===== src/rtl/ps_pulse_detect.sv =====
module ps_pulse_detect #(
  parameter int LINE_W = 6,
  parameter int WID_W  = 4,
  parameter int CNT_W  = 8
) (
  input  logic              clk,
  input  logic              rst_n,
  input  logic              hsync_n,
  input  logic              vsync,
  input  logic              csync_n,
  input  logic              use_regs,
  input  logic              oversample,
  input  logic              progressive,
  input  logic [WID_W-1:0]  wid_min,
  input  logic [WID_W-1:0]  wid_max,
  input  logic [LINE_W-1:0] line_first,
  input  logic [LINE_W-1:0] line_last,
  input  logic [1:0]        need_sel,
  output logic              detect,
  output logic [CNT_W-1:0]  pulse_count
);
  localparam int LC_W   = LINE_W + 1;
  localparam int MC_W   = WID_W + 2;
  localparam int P_MIN  = 6;
  localparam int P_MAX  = 9;
  localparam int P_LO   = 13;
  localparam int P_HI   = 21;
  localparam int P_NEED = 5;

  logic hs_q, vs_q, cs_q;
  logic [LC_W-1:0]  line;
  logic [MC_W-1:0]  lowcnt;
  logic [CNT_W-1:0] tot, tail;
  logic [2:0]       need_reg;

  wire hs_fall = hs_q & ~hsync_n;
  wire vs_rise = vsync & ~vs_q;
  wire cs_rise = ~cs_q & csync_n;

  wire [WID_W-1:0]  wmin  = use_regs ? wid_min    : WID_W'(P_MIN);
  wire [WID_W-1:0]  wmax  = use_regs ? wid_max    : WID_W'(P_MAX);
  wire [LINE_W-1:0] lfirst = use_regs ? line_first : LINE_W'(P_LO);
  wire [LINE_W-1:0] llast  = use_regs ? line_last  : LINE_W'(P_HI);

  always_comb begin
    case (need_sel)
      2'b00:   need_reg = 3'd6;
      2'b01:   need_reg = 3'd4;
      2'b10:   need_reg = 3'd5;
      default: need_reg = 3'd7;
    endcase
  end

  wire [2:0] need = use_regs ? need_reg : 3'(P_NEED);

  wire [MC_W-1:0] meas = oversample ? (lowcnt >> 1) : lowcnt;
  wire in_win  = (line >= LC_W'(lfirst)) && (line <= LC_W'(llast));
  wire in_tail = in_win && ((line + LC_W'(2)) >= LC_W'(llast));
  wire hit = cs_rise && in_win && (meas >= MC_W'(wmin)) && (meas <= MC_W'(wmax));

  wire [CNT_W-1:0] tot_n  = (hit && ~&tot) ? tot + 1'b1 : tot;
  wire [CNT_W-1:0] tail_n = (hit && in_tail && ~&tail) ? tail + 1'b1 : tail;
  wire judge = hs_fall && !vs_rise && (line == LC_W'(llast));
  wire [CNT_W-1:0] basis = progressive ? tot_n : tail_n;

  always_ff @(posedge clk or negedge rst_n) begin
    if (!rst_n) begin
      hs_q        <= 1'b1;
      vs_q        <= 1'b0;
      cs_q        <= 1'b1;
      line        <= '1;
      lowcnt      <= '0;
      tot         <= '0;
      tail        <= '0;
      detect      <= 1'b0;
      pulse_count <= '0;
    end else begin
      hs_q   <= hsync_n;
      vs_q   <= vsync;
      cs_q   <= csync_n;
      lowcnt <= csync_n ? '0 : (&lowcnt ? lowcnt : lowcnt + 1'b1);
      if (vs_rise) begin
        line <= '0;
        tot  <= '0;
        tail <= '0;
      end else begin
        if (hs_fall && ~&line) line <= line + 1'b1;
        tot  <= tot_n;
        tail <= tail_n;
      end
      if (judge) begin
        pulse_count <= tot_n;
        detect      <= basis >= CNT_W'(need);
      end
    end
  end
endmodule


===== config.mk =====
export PLATFORM = sky130hd
export DESIGN_NAME = ps_pulse_detect
export DESIGN_NICKNAME = d
export VERILOG_FILES = /design/src/rtl/ps_pulse_detect.sv
export SDC_FILE = /design/constraint.sdc
export NUM_CORES = 1
export LEC_CHECK = 0
export BUFFER_PORTS_ARGS = -buffer_cell sky130_fd_sc_hd__buf_2
export CORE_MARGIN = 1.5
export CORE_UTILIZATION = 35
export CTS_CLUSTER_SIZE = 16
export DETAILED_ROUTE_END_ITERATION = 8
export GPL_TIMING_DRIVEN = 0
export PLACE_DENSITY = 0.52
export SYNTH_ARGS = -nofsm -noshare
export SYNTH_HDL_FRONTEND = slang
export SYNTH_SLANG_ARGS = --single-unit

===== constraint.sdc =====
create_clock -name clk -period 6.79 [get_ports clk]
set_input_delay 1.358 -clock clk [delete_from_list [all_inputs] [get_ports clk]]
set_output_delay 1.358 -clock clk [all_outputs]
set_load 0.02 [all_outputs]

==> flow_summary.html, run 1 <==
<table>
<tr><th>Metric</th><th>Value</th></tr>
<tr><th colspan="2">Synth</th></tr>
<tr><td>Per-instance average area after synthesis</td><td>9.44 um^2</td></tr>
<tr><td>Top_reg_cell synth</td><td>sky130_fd_sc_hd__dfrtp_1</td></tr>
<tr><td>Number of synthesized register bits</td><td>41</td></tr>
<tr><td>Count of different cell masters after synthesis</td><td>59</td></tr>
<tr><td>Post-synth EDFFs</td><td>0</td></tr>
<tr><td>Fraction of synthesized cell area taken by the top area cell type</td><td>27.3%</td></tr>
<tr><td>Sequential-to-total area share from yosys stat</td><td>35.3%</td></tr>
<tr><td>Fraction of synthesis flops using an asynchronous set or reset pin</td><td>100%</td></tr>
<tr><td>Dominant cell type by area after synthesis</td><td>sky130_fd_sc_hd__dfrtp_1</td></tr>
<tr><td>Cell types occupying the most area after synthesis</td><td>sky130_fd_sc_hd__dfrtp_1 (27%), sky130_fd_sc_hd__ha_1 (13%), sky130_fd_sc_hd__dfstp_2 (8.1%)</td></tr>
<tr><td>Synthesized netlist net count</td><td>371</td></tr>
<tr><td>Mapped Cells</td><td>311</td></tr>
<tr><td>Yosys synthesis warning count</td><td>0</td></tr>
<tr><td>Syn Std Cell Area</td><td>2940 um^2</td></tr>
<tr><th colspan="2">Critical path</th></tr>
<tr><td>Req. time, crit path</td><td>7020 ps</td></tr>
<tr><td>Sum of buffers and inverters on the critical path</td><td>3</td></tr>
<tr><td>Worst Path Arrival</td><td>5930 ps</td></tr>
<tr><td>Largest delay contributor family on the critical path</td><td>compound AO/OA/AOI/OAI gates</td></tr>
<tr><td>CP cell instances</td><td>buf_2, clkbuf_1, clkbuf_1, nand2_1, ha_1, o21bai_1, a21oi_1, or4_1, a31oi_2, nor4_2, o21ai_1, xor2_1, mux2_2, ha_1, nand2b_1, a21o_1, nand2_1, a31o_2, a41o_1, a21oi_2</td></tr>
<tr><td>Highest-delay cell along the critical path</td><td>sky130_fd_sc_hd__a31oi_2</td></tr>
<tr><td>Start-to-end type of the worst setup path</td><td>in -&gt; reg</td></tr>
<tr><td>Worst-path maximum fanout</td><td>10</td></tr>
<tr><td>Largest stage delay, worst path</td><td>530 ps</td></tr>
<tr><td>Endpoint class of the critical path</td><td>register</td></tr>
<tr><td>Startpoint class of the critical path</td><td>input pin</td></tr>
<tr><th colspan="2">Clocking</th></tr>
<tr><td>CTS Hold Buffers Added</td><td>0</td></tr>
<tr><td>TritonCTS sink count</td><td>41</td></tr>
<tr><td>Cell at the root of the clock tree</td><td>sky130_fd_sc_hd__clkbuf_8</td></tr>
<tr><td>Bufs on Longest Clock Path</td><td>2</td></tr>
<tr><td>TritonCTS clock tree</td><td>yes</td></tr>
<tr><td>Number of buffers created by CTS</td><td>5</td></tr>
<tr><td>Depth of the CTS H-tree</td><td>2</td></tr>
<tr><td>Clock latency reported for the late side of the worst-skew pair</td><td>290 ps</td></tr>
<tr><td>Cells resized by post-CTS repair</td><td>0</td></tr>
<tr><td>Clock-pin slew reported for the worst setup and hold paths after clock tree synthesis</td><td>80 ps</td></tr>
<tr><td>Buffers inserted by post-CTS timing repair</td><td>0</td></tr>
<tr><th colspan="2">Placement</th></tr>
<tr><td>Placer Congestion</td><td>0.759</td></tr>
<tr><td>Detailed-placement wirelength estimate</td><td>4880 um</td></tr>
<tr><td>I/O Buffers</td><td>38</td></tr>
<tr><th colspan="2">Layout</th></tr>
<tr><td>Net count of the finished layout</td><td>416</td></tr>
<tr><td>Diodes inserted</td><td>0</td></tr>
<tr><td>Area added between synthesis and finish</td><td>14.2%</td></tr>
<tr><td>Fraction of layout instances using a drive strength above 1</td><td>21.0%</td></tr>
<tr><th colspan="2">Drt</th></tr>
<tr><td>Routed via count divided by cell count</td><td>5.06</td></tr>
<tr><td>Total length of routed met3 wires</td><td>154 um</td></tr>
<tr><td>Antenna Violating Nets Remaining</td><td>0</td></tr>
<tr><td>Routed wire per std cell</td><td>13.9 um</td></tr>
<tr><td>Pre-Repair DR Iteration Count</td><td>4</td></tr>
<tr><td>Routed length on met1</td><td>3210 um</td></tr>
<tr><td>Highest routing layer actually used</td><td>met4</td></tr>
<tr><td>Number of DRC violations after detailed routing</td><td>0</td></tr>
<tr><td>Wire length after detailed routing</td><td>6430 um</td></tr>
<tr><td>Drt first-iter violations</td><td>49</td></tr>
<tr><td>Total number of vias</td><td>2337</td></tr>
<tr><td>Routed wire length on met2</td><td>3040 um</td></tr>
<tr><th colspan="2">Floorplan</th></tr>
<tr><td>Width of the chip</td><td>94.6 um</td></tr>
<tr><td>Total core area</td><td>8180 um^2</td></tr>
<tr><td>Full die area</td><td>8950 um^2</td></tr>
<tr><td>Starting density of the core</td><td>35.9%</td></tr>
<tr><td>Top-level I/O count</td><td>39</td></tr>
<tr><td>Vertical die dimension</td><td>94.6 um</td></tr>
<tr><td>FP Rows</td><td>33</td></tr>
<tr><th colspan="2">STA</th></tr>
<tr><td>Max Fclk</td><td>0.175 GHz</td></tr>
<tr><td>Period utilisation layout</td><td>84.0%</td></tr>
<tr><td>Measured slew at the worst slew-check pin</td><td>907 ps</td></tr>
<tr><td>Max-slew violations</td><td>0</td></tr>
<tr><td>Total count of hold-check failures in the final report</td><td>0</td></tr>
<tr><td>Hold WS</td><td>480 ps</td></tr>
<tr><td>Setup Skew</td><td>14.5 ps</td></tr>
<tr><td>Number of failing setup endpoints in the final timing report</td><td>0</td></tr>
<tr><td>Final critical path time including I/O delays and setup</td><td>5700 ps</td></tr>
<tr><td>Max-slew headroom at the worst pin</td><td>38.7%</td></tr>
<tr><td>Unrepaired setup endpoints after global routing</td><td>no</td></tr>
<tr><td>Total negative slack</td><td>0 ps</td></tr>
<tr><th colspan="2">GRT</th></tr>
<tr><td>Maximum number of pins on one net before global-route repair</td><td>42</td></tr>
<tr><td>Via count of the first global-routing pass</td><td>2356</td></tr>
<tr><td>Wire length of the first global-routing pass</td><td>11000 um</td></tr>
<tr><td>Gr usage total</td><td>15.8%</td></tr>
<tr><td>Antenna violations before repair</td><td>0</td></tr>
<tr><td>Overflow after GRT</td><td>0</td></tr>
<tr><th colspan="2">Pwr</th></tr>
<tr><td>Maximum vdd drop</td><td>75.7 uV</td></tr>
<tr><td>Leakage component of the power</td><td>1.51 nW</td></tr>
<tr><td>Cell Pwr Density</td><td>158 nW/um^2</td></tr>
<tr><th colspan="2">Outcome</th></tr>
<tr><td>Result of the run</td><td>finished clean</td></tr>
<tr><th colspan="2">Hold path</th></tr>
<tr><td>Worst hold path type</td><td>reg -&gt; reg</td></tr>
<tr><th colspan="2">Flow run</th></tr>
<tr><td>Max-Cap Viols</td><td>0</td></tr>
</table>
[layer usage]
layer,vias up,track usage [%]
li1,1205,-
met1,1106,21.0
met2,24,27.2
met3,2,2.74
met4,0,2.99
met5,-,0
[final cells by class]
class / instances / area [um^2]
timing repair buffer: 38 / 190
buffer: 10 / 42.5
multi-input combinational: 253 / 1830
sequential: 41 / 1040
fill: 850 / 4820
clock inverter: 1 / 7.51
tap: 105 / 131
inverter: 7 / 26.3
clock buffer: 7 / 86.3
[worst register-to-register path: cells and delay by family, from the launching register on]
family	cells	cell delay [ps]
AO/OA/AOI/OAI	6	1020
flip-flops	1	430
multiplexers	2	590
XOR/XNOR	1	200
adder cells (fa/ha/maj)	2	550
AND/OR/NAND/NOR	5	1420
[path summary, 6_finish.rpt]
check / startpoint / to / slack, ps / depth (start not counted)
setup reg to reg: lowcnt[3] / detect / 2520 / 16
min in group asynchronous: rst_n / tail[5] / 1190 / 1
hold reg to reg: pulse_count[4] / pulse_count[4] / 480 / 2
hold / removal: pulse_count[4] / pulse_count[4] / 480 / 2
setup / recovery: use_regs / detect / 1090 / 20
max in group asynchronous: rst_n / lowcnt[2] / 5020 / 1
[registers in the layout (all words and copies together), names as in the netlist]
register,cells
pulse_count,8
tot,8
hs_q,1
line,7
detect,1
lowcnt,6
tail,8
vs_q,1
cs_q,1
[placed cells by master, fill, tap and decap left out, drive strengths merged, types with 4 or more instances in the layout]
master	Yosys	final
ha	30	30
a31oi	5	5
nor2b	11	11
nor4	4	4
nand2	30	30
mux2i	8	8
inv	7	7
nor3	8	8
nand4	6	6
or3	6	6
nor2	27	27
mux2	6	6
nand3b	4	4
nand2b	10	10
clkbuf	5	12
xnor2	11	11
xor2	11	11
buf	5	43
o21ai	15	15
a21oi	9	9
nand3	11	11
dfrtp	32	32
dfstp	9	9
and3	4	4
[report_power, final]
| part | internal, mW | switching, mW |
|---|---|---|
| clock | 0.0828 | 0.0870 |
| combinational | 0.0428 | 0.0537 |
| sequential | 0.254 | 0.00874 |
[cell usage after synthesis (all sizes together) (5+ instances only)]
cell type and n:
a21oi 9, a31oi 5, buf 5, clkbuf 5
dfrtp 32, dfstp 9, ha 30, inv 7
mux2 6, mux2i 8, nand2 30, nand2b 10
nand3 11, nand4 6, nor2 27, nor2b 11
nor3 8, o21ai 15, or3 6, xnor2 11
xor2 11
[cell families (layout without fill, tap and decap cells)]
| logic type | Yosys count | count (layout) | synth area share (%) |
|---|---|---|---|
| AND/OR/NAND/NOR | 139 | 139 | 27.0 |
| AO/OA/AOI/OAI | 47 | 47 | 10.5 |
| flip-flops | 41 | 41 | 35.3 |
| adder cells (fa/ha/maj) | 31 | 31 | 13.1 |
| XOR/XNOR | 22 | 22 | 6.56 |
| buffers and inverters | 17 | 63 | 2.34 |
| multiplexers | 14 | 14 | 5.16 |
[stage by stage]
step / instances / setup slack [ps] / total power, mW / cell area (um^2) / utilization [%]
4_1_cts: 462 / 981 / 0.539 / 3350 / 41.0
5_1_grt: 462 / 639 / 0.561 / 3350 / 41.0
6_report: 462 / 1090 / 0.529 / 3350 / 41.0
3_3_place_gp: 454 / 743 / 0.364 / 3260 / 39.8
3_5_place_dp: 454 / 668 / 0.366 / 3260 / 39.8
2_1_floorplan: 311 / 1620 / 0.331 / 2940 / -
Note: power is estimated with default switching activity, not from simulation.
==> inputs of run 2 (changes only) <==
ABC_AREA = 1   (was default)
PLACE_DENSITY = 0.54   (was 0.52)
clock period = 5.1 ns   (was 6.79 ns; I/O delays follow)
==> run 2 against run 1 <==
Clock-buffer cell count decreased by 1. Sequential power increased by 32%. Worst hold slack better by 7.0 ps. Largest power group unchanged. Via count increased by 22%. Synthesized area up 9.5%. Global-route usage is 0.59 points higher. Critical endpoint unchanged. The flow now finishes with violations (design-rule violations). Routed wire length up 14%. Worst setup slack got worse by 200 ps. Register-to-register slack lost 910 ps. Synthesized cell count increased by 39%. Largest cell class unchanged. Total power up 40%. Non-clock buffer count decreased by 5.
==> flow_summary.html, run 2 <==
<table>
<tr><th>Metric</th><th>Value</th></tr>
<tr><th colspan="2">STA</th></tr>
<tr><td>Max-slew violations</td><td>0</td></tr>
<tr><td>Total count of hold-check failures in the final report</td><td>0</td></tr>
<tr><td>Max-slew headroom at the worst pin</td><td>37.4%</td></tr>
<tr><td>Period utilisation layout</td><td>82.6%</td></tr>
<tr><td>Unrepaired setup endpoints after global routing</td><td>no</td></tr>
<tr><td>Least setup slack across all paths after layout</td><td>887 ps</td></tr>
<tr><td>Max Fclk</td><td>0.237 GHz</td></tr>
<tr><td>Final critical path time including I/O delays and setup</td><td>4210 ps</td></tr>
<tr><td>Number of failing setup endpoints in the final timing report</td><td>0</td></tr>
<tr><td>Total negative slack</td><td>0 ps</td></tr>
<tr><td>Measured slew at the worst slew-check pin</td><td>938 ps</td></tr>
<tr><td>Hold WS</td><td>487 ps</td></tr>
<tr><td>Setup Skew</td><td>8.72 ps</td></tr>
<tr><th colspan="2">GRT</th></tr>
<tr><td>Overflow after GRT</td><td>0</td></tr>
<tr><td>Antenna violations before repair</td><td>0</td></tr>
<tr><td>Via count of the first global-routing pass</td><td>2800</td></tr>
<tr><td>Maximum number of pins on one net before global-route repair</td><td>42</td></tr>
<tr><td>Wire length of the first global-routing pass</td><td>13000 um</td></tr>
<tr><td>Gr usage total</td><td>16.4%</td></tr>
<tr><th colspan="2">Floorplan</th></tr>
<tr><td>Vertical die dimension</td><td>98.8 um</td></tr>
<tr><td>Total core area</td><td>8810 um^2</td></tr>
<tr><td>Top-level I/O count</td><td>39</td></tr>
<tr><td>FP Rows</td><td>34</td></tr>
<tr><td>Full die area</td><td>9770 um^2</td></tr>
<tr><td>Width of the chip</td><td>98.8 um</td></tr>
<tr><td>Starting density of the core</td><td>36.5%</td></tr>
<tr><th colspan="2">Clocking</th></tr>
<tr><td>TritonCTS clock tree</td><td>yes</td></tr>
<tr><td>Cells resized by post-CTS repair</td><td>0</td></tr>
<tr><td>Clock latency reported for the late side of the worst-skew pair</td><td>290 ps</td></tr>
<tr><td>Bufs on Longest Clock Path</td><td>2</td></tr>
<tr><td>Buffers inserted by post-CTS timing repair</td><td>0</td></tr>
<tr><td>Clock-pin slew reported for the worst setup and hold paths after clock tree synthesis</td><td>90 ps</td></tr>
<tr><td>CTS Hold Buffers Added</td><td>0</td></tr>
<tr><td>TritonCTS sink count</td><td>41</td></tr>
<tr><td>Number of buffers created by CTS</td><td>5</td></tr>
<tr><td>Cell at the root of the clock tree</td><td>sky130_fd_sc_hd__clkbuf_8</td></tr>
<tr><td>Depth of the CTS H-tree</td><td>2</td></tr>
<tr><th colspan="2">Synth</th></tr>
<tr><td>Cell types occupying the most area after synthesis</td><td>sky130_fd_sc_hd__dfrtp_1 (25%), sky130_fd_sc_hd__ha_1 (12%), sky130_fd_sc_hd__nand2_1 (11%)</td></tr>
<tr><td>Synthesized netlist net count</td><td>493</td></tr>
<tr><td>Sequential-to-total area share from yosys stat</td><td>32.3%</td></tr>
<tr><td>Count of different cell masters after synthesis</td><td>39</td></tr>
<tr><td>Dominant cell type by area after synthesis</td><td>sky130_fd_sc_hd__dfrtp_1</td></tr>
<tr><td>Most frequently used cell type in the post-synthesis netlist</td><td>sky130_fd_sc_hd__nand2_1</td></tr>
<tr><td>Per-instance average area after synthesis</td><td>7.42 um^2</td></tr>
<tr><td>Cell types with the highest counts after synthesis</td><td>sky130_fd_sc_hd__nand2_1 (92), sky130_fd_sc_hd__inv_1 (64), sky130_fd_sc_hd__nor2_1 (47), sky130_fd_sc_hd__dfrtp_1 (32), sky130_fd_sc_hd__ha_1 (30)</td></tr>
<tr><td>Syn Std Cell Area</td><td>3210 um^2</td></tr>
<tr><td>Number of synthesized register bits</td><td>41</td></tr>
<tr><td>Fraction of synthesis flops using an asynchronous set or reset pin</td><td>100%</td></tr>
<tr><td>Fraction of synthesized cell area taken by the top area cell type</td><td>24.9%</td></tr>
<tr><td>Post-synth EDFFs</td><td>0</td></tr>
<tr><td>Top_reg_cell synth</td><td>sky130_fd_sc_hd__dfrtp_1</td></tr>
<tr><td>Mapped Cells</td><td>433</td></tr>
<tr><td>Yosys synthesis warning count</td><td>0</td></tr>
<tr><th colspan="2">Placement</th></tr>
<tr><td>I/O Buffers</td><td>37</td></tr>
<tr><td>Cell Area, Placed</td><td>3530 um^2</td></tr>
<tr><td>Place WS</td><td>524 ps</td></tr>
<tr><td>Detailed-placement wirelength estimate</td><td>5740 um</td></tr>
<tr><td>Placer Congestion</td><td>0.822</td></tr>
<tr><th colspan="2">Layout</th></tr>
<tr><td>Commonest cells after routing, fill and taps aside</td><td>sky130_fd_sc_hd__nand2_1 (92), sky130_fd_sc_hd__inv_1 (64), sky130_fd_sc_hd__nor2_1 (47), sky130_fd_sc_hd__buf_2 (37), sky130_fd_sc_hd__dfrtp_1 (32)</td></tr>
<tr><td>Fraction of layout instances using a drive strength above 1</td><td>19.0%</td></tr>
<tr><td>Area added between synthesis and finish</td><td>13.3%</td></tr>
<tr><td>Cell area after layout</td><td>3640 um^2</td></tr>
<tr><td>Diodes inserted</td><td>0</td></tr>
<tr><td>Leading cell type in the layout, fill and taps excluded</td><td>sky130_fd_sc_hd__nand2_1</td></tr>
<tr><td>Net count of the finished layout</td><td>537</td></tr>
<tr><td>Total of fill cells in the finished design</td><td>929</td></tr>
<tr><td>Biggest regs</td><td>pulse_count: 8 flops, tail: 8 flops, tot: 8 flops</td></tr>
<tr><td>Util after Layout</td><td>41.3%</td></tr>
<tr><th colspan="2">Critical path</th></tr>
<tr><td>Critical register-to-register path startpoint</td><td>line[1]</td></tr>
<tr><td>Origin of the worst setup path</td><td>use_regs</td></tr>
<tr><td>Worst Path Arrival</td><td>4410 ps</td></tr>
<tr><td>Start-to-end type of the worst setup path</td><td>in -&gt; reg</td></tr>
<tr><td>Worst-path maximum fanout</td><td>10</td></tr>
<tr><td>Cell count of the worst reg-to-reg path</td><td>24</td></tr>
<tr><td>Req. time, crit path</td><td>5290 ps</td></tr>
<tr><td>Startpoint class of the critical path</td><td>input pin</td></tr>
<tr><td>Endpoint class of the critical path</td><td>register</td></tr>
<tr><th colspan="2">Pwr</th></tr>
<tr><td>Switching share of power</td><td>28.3%</td></tr>
<tr><td>Seq pwr share</td><td>46.6%</td></tr>
<tr><td>Net switching component of the power</td><td>210 uW</td></tr>
<tr><td>Internal power of the cells</td><td>532 uW</td></tr>
<tr><td>Comb pwr share</td><td>18.3%</td></tr>
<tr><td>Power share of the clock group</td><td>35.1%</td></tr>
<tr><td>Leakage component of the power</td><td>1.85 nW</td></tr>
<tr><td>Maximum vdd drop</td><td>102 uV</td></tr>
<tr><td>Cell Pwr Density</td><td>204 nW/um^2</td></tr>
<tr><th colspan="2">Drt</th></tr>
<tr><td>Drt first-iter violations</td><td>77</td></tr>
<tr><td>Wire length after detailed routing</td><td>7320 um</td></tr>
<tr><td>Routed length on met1</td><td>3590 um</td></tr>
<tr><td>Routed via count divided by cell count</td><td>4.85</td></tr>
<tr><td>Total length of routed met3 wires</td><td>179 um</td></tr>
<tr><td>Highest routing layer actually used</td><td>met4</td></tr>
<tr><td>Number of DRC violations after detailed routing</td><td>1</td></tr>
<tr><td>Total number of vias</td><td>2843</td></tr>
<tr><td>Routed wire length on met2</td><td>3490 um</td></tr>
<tr><td>Pre-Repair DR Iteration Count</td><td>8</td></tr>
<tr><td>Routed wire per std cell</td><td>12.5 um</td></tr>
<tr><td>Antenna Violating Nets Remaining</td><td>0</td></tr>
<tr><th colspan="2">Hold path</th></tr>
<tr><td>Worst hold path type</td><td>reg -&gt; reg</td></tr>
<tr><td>Hold Startpoint</td><td>pulse_count[4]</td></tr>
<tr><td>Cell depth of the worst hold path</td><td>2</td></tr>
<tr><th colspan="2">Flow run</th></tr>
<tr><td>Max-Cap Viols</td><td>0</td></tr>
<tr><th colspan="2">Outcome</th></tr>
<tr><td>Result of the run</td><td>finished with violations</td></tr>
<tr><td>Failing checks</td><td>design-rule violations</td></tr>
</table>
run 2: through the flow:
stage	power [mW]	cells
2_1_floorplan	0.442	433
3_3_place_gp	0.486	578
3_5_place_dp	0.490	578
4_1_cts	0.755	586
5_1_grt	0.790	586
6_report	0.742	586
run 2: cell families (layout without fill, tap and decap cells):
| group | Yosys count | after routing | share of synthesized area, % |
|---|---|---|---|
| AND/OR/NAND/NOR | 213 | 213 | 31.9 |
| XOR/XNOR | 10 | 10 | 2.96 |
| flip-flops | 41 | 41 | 32.3 |
| buffers and inverters | 76 | 121 | 9.23 |
| adder cells (fa/ha/maj) | 30 | 30 | 11.7 |
| multiplexers | 2 | 2 | 0.623 |
| AO/OA/AOI/OAI | 61 | 61 | 11.4 |
run 2: power by group through the flow:
| stage | logic [mW] | clock network (mW) | registers [mW] |
|---|---|---|---|
| 2_1_floorplan | 0.0891 | 0 | 0.353 |
| 3_3_place_gp | 0.134 | 0 | 0.352 |
| 3_5_place_dp | 0.137 | 0 | 0.352 |
| 4_1_cts | 0.138 | 0.270 | 0.346 |
| 5_1_grt | 0.160 | 0.282 | 0.348 |
| 6_report | 0.136 | 0.261 | 0.346 |
run 2: worst max-delay path: stages:
cell                       delay, ps
sky130_fd_sc_hd__buf_6           130
sky130_fd_sc_hd__clkbuf_1        470
sky130_fd_sc_hd__nand2_1         180
sky130_fd_sc_hd__ha_1            340
sky130_fd_sc_hd__nand3_1         120
sky130_fd_sc_hd__nor2_4          170
sky130_fd_sc_hd__nand4_4         130
sky130_fd_sc_hd__nand2_4         150
sky130_fd_sc_hd__nand3_2          90
sky130_fd_sc_hd__nor2_4          200
sky130_fd_sc_hd__nand2_4          90
sky130_fd_sc_hd__xor2_1          170
sky130_fd_sc_hd__nand2_1          60
sky130_fd_sc_hd__o21ai_0          80
sky130_fd_sc_hd__ha_1            290
sky130_fd_sc_hd__inv_1            50
sky130_fd_sc_hd__nand2_1          40
sky130_fd_sc_hd__a21oi_1         210
sky130_fd_sc_hd__a21oi_1          70
sky130_fd_sc_hd__nor2_1          120
sky130_fd_sc_hd__nand3_1          90
sky130_fd_sc_hd__nand3_1          80
sky130_fd_sc_hd__nand2_1          50
run 2: layout make-up:
cell class	count	area [um^2]	share of cell area, %
inverters	70	263	7.22
repair buffers	37	185	5.09
clock inverters	2	33.8	0.928
multi-input cells	316	1880	51.6
flip-flops and latches	41	1040	28.5
plain buffers	6	33.8	0.928
well taps	108	135	3.71
clock buffers	6	72.6	1.99
run 2: layer usage:
layer | GRT usage, % | vias up
li1 | - | 1498
met1 | 21.9 | 1306
met5 | 0 | -
met4 | 3.96 | 0
met2 | 27.7 | 35
met3 | 2.91 | 4
run 2: final timing paths:
| check | endpoint | slack, ps |
|---|---|---|
| setup / recovery | detect | 890 |
| hold / removal | pulse_count[4] | 490 |
| min in group asynchronous | pulse_count[3] | 870 |
| setup reg to reg | detect | 1610 |
| hold reg to reg | pulse_count[4] | 490 |
| max in group asynchronous | tot[7] | 3650 |
==> inputs of run 3 (changes only) <==
PLACE_DENSITY = 0.52   (was 0.54)
clock period = 4.4 ns   (was 5.1 ns; I/O delays follow)
==> run 3 against run 2 <==
Core utilization about the same. Clock power up 16%. Sequential power up 16%. Sequential cell count did not move. Die area unchanged. Critical path depth up 1. The run still ends with design-rule violations left. Clock skew shrank 2.9 ps. Non-clock buffer count down 1. Clock-buffer cell count did not move. Register-to-register slack worse by 680 ps. Cell area is essentially flat.
==> flow_summary.html, run 3 (same netlist as run 2, synthesis figures left out) <==
<table>
<tr><th>Metric</th><th>Value</th></tr>
<tr><th colspan="2">Flow run</th></tr>
<tr><td>Max-Cap Viols</td><td>0</td></tr>
<tr><th colspan="2">Placement</th></tr>
<tr><td>Placer Congestion</td><td>0.823</td></tr>
<tr><td>I/O Buffers</td><td>37</td></tr>
<tr><td>Detailed-placement wirelength estimate</td><td>5780 um</td></tr>
<tr><td>Cell Area, Placed</td><td>3530 um^2</td></tr>
<tr><td>Place WS</td><td>-15.2 ps</td></tr>
<tr><td>Number of cells after detailed placement</td><td>578</td></tr>
<tr><th colspan="2">STA</th></tr>
<tr><td>Period utilisation layout</td><td>88.4%</td></tr>
<tr><td>Total negative slack</td><td>0 ps</td></tr>
<tr><td>Max-slew violations</td><td>0</td></tr>
<tr><td>Total count of hold-check failures in the final report</td><td>0</td></tr>
<tr><td>Setup Skew</td><td>5.84 ps</td></tr>
<tr><td>Unrepaired setup endpoints after global routing</td><td>no</td></tr>
<tr><td>Least setup slack across all paths after layout</td><td>510 ps</td></tr>
<tr><td>Final critical path time including I/O delays and setup</td><td>3890 ps</td></tr>
<tr><td>Max Fclk</td><td>0.257 GHz</td></tr>
<tr><td>Hold WS</td><td>491 ps</td></tr>
<tr><td>Max-slew headroom at the worst pin</td><td>35.0%</td></tr>
<tr><td>Measured slew at the worst slew-check pin</td><td>975 ps</td></tr>
<tr><td>Number of failing setup endpoints in the final timing report</td><td>0</td></tr>
<tr><th colspan="2">Floorplan</th></tr>
<tr><td>Width of the chip</td><td>98.8 um</td></tr>
<tr><td>Total core area</td><td>8810 um^2</td></tr>
<tr><td>Top-level I/O count</td><td>39</td></tr>
<tr><td>FP Rows</td><td>34</td></tr>
<tr><td>Full die area</td><td>9770 um^2</td></tr>
<tr><td>Vertical die dimension</td><td>98.8 um</td></tr>
<tr><td>Starting density of the core</td><td>36.5%</td></tr>
<tr><th colspan="2">Critical path</th></tr>
<tr><td>Worst reg2reg setup slack</td><td>930 ps</td></tr>
<tr><td>Worst Path Arrival</td><td>4080 ps</td></tr>
<tr><td>Origin of the worst setup path</td><td>oversample</td></tr>
<tr><td>Cell count of the worst reg-to-reg path</td><td>23</td></tr>
<tr><td>Most numerous cell on the critical path</td><td>sky130_fd_sc_hd__nand2_1</td></tr>
<tr><td>Req. time, crit path</td><td>4590 ps</td></tr>
<tr><td>Sum of buffers and inverters on the critical path</td><td>3</td></tr>
<tr><td>Highest-delay cell along the critical path</td><td>sky130_fd_sc_hd__o21ai_0</td></tr>
<tr><td>Largest delay contributor family on the critical path</td><td>simple AND/OR/NAND/NOR gates</td></tr>
<tr><td>CP cell instances</td><td>buf_2, buf_4, o21ai_0, ha_1, a21oi_1, nand2_1, nand2_1, nand2_2, nor2_4, nand3_2, nor2_4, nand2_4, xor2_1, nand2_1, o21ai_0, ha_1, inv_1, nand2_1, a21oi_1, a21oi_1, nor2_1, nand3_1, nand3_1, nand2_1</td></tr>
<tr><td>Capture point of the worst reg-to-reg path</td><td>detect</td></tr>
<tr><td>Largest stage delay, worst path</td><td>340 ps</td></tr>
<tr><td>Critical register-to-register path startpoint</td><td>lowcnt[3]</td></tr>
<tr><td>Endpoint class of the critical path</td><td>register</td></tr>
<tr><td>Startpoint class of the critical path</td><td>input pin</td></tr>
<tr><td>Worst-path maximum fanout</td><td>10</td></tr>
<tr><td>Start-to-end type of the worst setup path</td><td>in -&gt; reg</td></tr>
<tr><th colspan="2">Layout</th></tr>
<tr><td>Leading cell type in the layout, fill and taps excluded</td><td>sky130_fd_sc_hd__nand2_1</td></tr>
<tr><td>Commonest cells after routing, fill and taps aside</td><td>sky130_fd_sc_hd__nand2_1 (92), sky130_fd_sc_hd__inv_1 (64), sky130_fd_sc_hd__nor2_1 (47), sky130_fd_sc_hd__buf_2 (37), sky130_fd_sc_hd__dfrtp_1 (32)</td></tr>
<tr><td>Area added between synthesis and finish</td><td>13.2%</td></tr>
<tr><td>Non-Filler Instances</td><td>585</td></tr>
<tr><td>Fraction of layout instances using a drive strength above 1</td><td>19.3%</td></tr>
<tr><td>Net count of the finished layout</td><td>536</td></tr>
<tr><td>Cell area after layout</td><td>3640 um^2</td></tr>
<tr><td>Biggest regs</td><td>pulse_count: 8 flops, tail: 8 flops, tot: 8 flops</td></tr>
<tr><td>Util after Layout</td><td>41.3%</td></tr>
<tr><td>Diodes inserted</td><td>0</td></tr>
<tr><th colspan="2">GRT</th></tr>
<tr><td>Wire length of the first global-routing pass</td><td>13100 um</td></tr>
<tr><td>Overflow after GRT</td><td>0</td></tr>
<tr><td>Maximum number of pins on one net before global-route repair</td><td>42</td></tr>
<tr><td>Via count of the first global-routing pass</td><td>2849</td></tr>
<tr><td>Gr usage total</td><td>16.5%</td></tr>
<tr><td>Antenna violations before repair</td><td>0</td></tr>
<tr><th colspan="2">Drt</th></tr>
<tr><td>Drt first-iter violations</td><td>98</td></tr>
<tr><td>Antenna Violating Nets Remaining</td><td>0</td></tr>
<tr><td>Total number of vias</td><td>2838</td></tr>
<tr><td>Number of DRC violations after detailed routing</td><td>1</td></tr>
<tr><td>Routed wire per std cell</td><td>12.4 um</td></tr>
<tr><td>Pre-Repair DR Iteration Count</td><td>6</td></tr>
<tr><td>Routed via count divided by cell count</td><td>4.85</td></tr>
<tr><td>Wire length after detailed routing</td><td>7250 um</td></tr>
<tr><th colspan="2">Hold path</th></tr>
<tr><td>Worst hold path type</td><td>reg -&gt; reg</td></tr>
<tr><td>Cell depth of the worst hold path</td><td>2</td></tr>
<tr><td>Hold Startpoint</td><td>pulse_count[0]</td></tr>
<tr><td>Hold-critical path endpoint</td><td>pulse_count[0]</td></tr>
<tr><th colspan="2">Clocking</th></tr>
<tr><td>Clock latency reported for the late side of the worst-skew pair</td><td>290 ps</td></tr>
<tr><td>TritonCTS sink count</td><td>41</td></tr>
<tr><td>Bufs on Longest Clock Path</td><td>2</td></tr>
<tr><td>Depth of the CTS H-tree</td><td>2</td></tr>
<tr><td>Number of buffers created by CTS</td><td>5</td></tr>
<tr><td>TritonCTS clock tree</td><td>yes</td></tr>
<tr><td>Cell at the root of the clock tree</td><td>sky130_fd_sc_hd__clkbuf_8</td></tr>
<tr><td>Cells resized by post-CTS repair</td><td>0</td></tr>
<tr><td>Clock-pin slew reported for the worst setup and hold paths after clock tree synthesis</td><td>80 ps</td></tr>
<tr><th colspan="2">Pwr</th></tr>
<tr><td>Maximum vdd drop</td><td>169 uV</td></tr>
<tr><td>Leakage component of the power</td><td>1.85 nW</td></tr>
<tr><td>Overall Power</td><td>856 uW</td></tr>
<tr><td>Cell Pwr Density</td><td>235 nW/um^2</td></tr>
<tr><th colspan="2">Outcome</th></tr>
<tr><td>Failing checks</td><td>design-rule violations</td></tr>
<tr><td>Result of the run</td><td>finished with violations</td></tr>
</table>
run 3: final cells by class:
cell class                 instances  area (um^2)
fill                             930         5170
multi-input combinational        316         1880
sequential                        41         1040
inverter                          70          263
timing repair buffer              37          185
tap                              108          135
clock buffer                       6         72.6
clock inverter                     2         35.0
buffer                             5         30.0
run 3: power by group:
part	internal (mW)	switching, mW	leakage, nW
registers	0.391	0.0105	0.535
logic	0.0575	0.0958	1.26
clock network	0.169	0.133	0.0552
total	0.617	0.240	1.85
run 3: worst max-delay path by stage:
stage	cells after the start	endpoint	slack (ps)
finish	24	detect	510
global route	27	detect	120
detailed placement	18	detect	-20
CTS	18	detect	300
floorplan	26	detect	740
global placement	23	detect	20
run 3: per-layer routing:
layer	routed length, um	global-route usage, %	vias to the layer above
li1	-	-	1495
met1	3550	22.1	1306
met2	3460	28.4	32
met3	176	2.41	5
met4	58	3.19	0
met5	0	0	-
run 3: what timing repair did:
action,CTS,global route
hold buffers,0,0
buffers inserted,0,0
endpoints found under the setup margin,0,1
run 3: tightest hold or removal path: stages, from the launching register on:
cell and delay (ps):
sky130_fd_sc_hd__dfrtp_1 350, sky130_fd_sc_hd__nand2_1 50, sky130_fd_sc_hd__o21ai_1 60
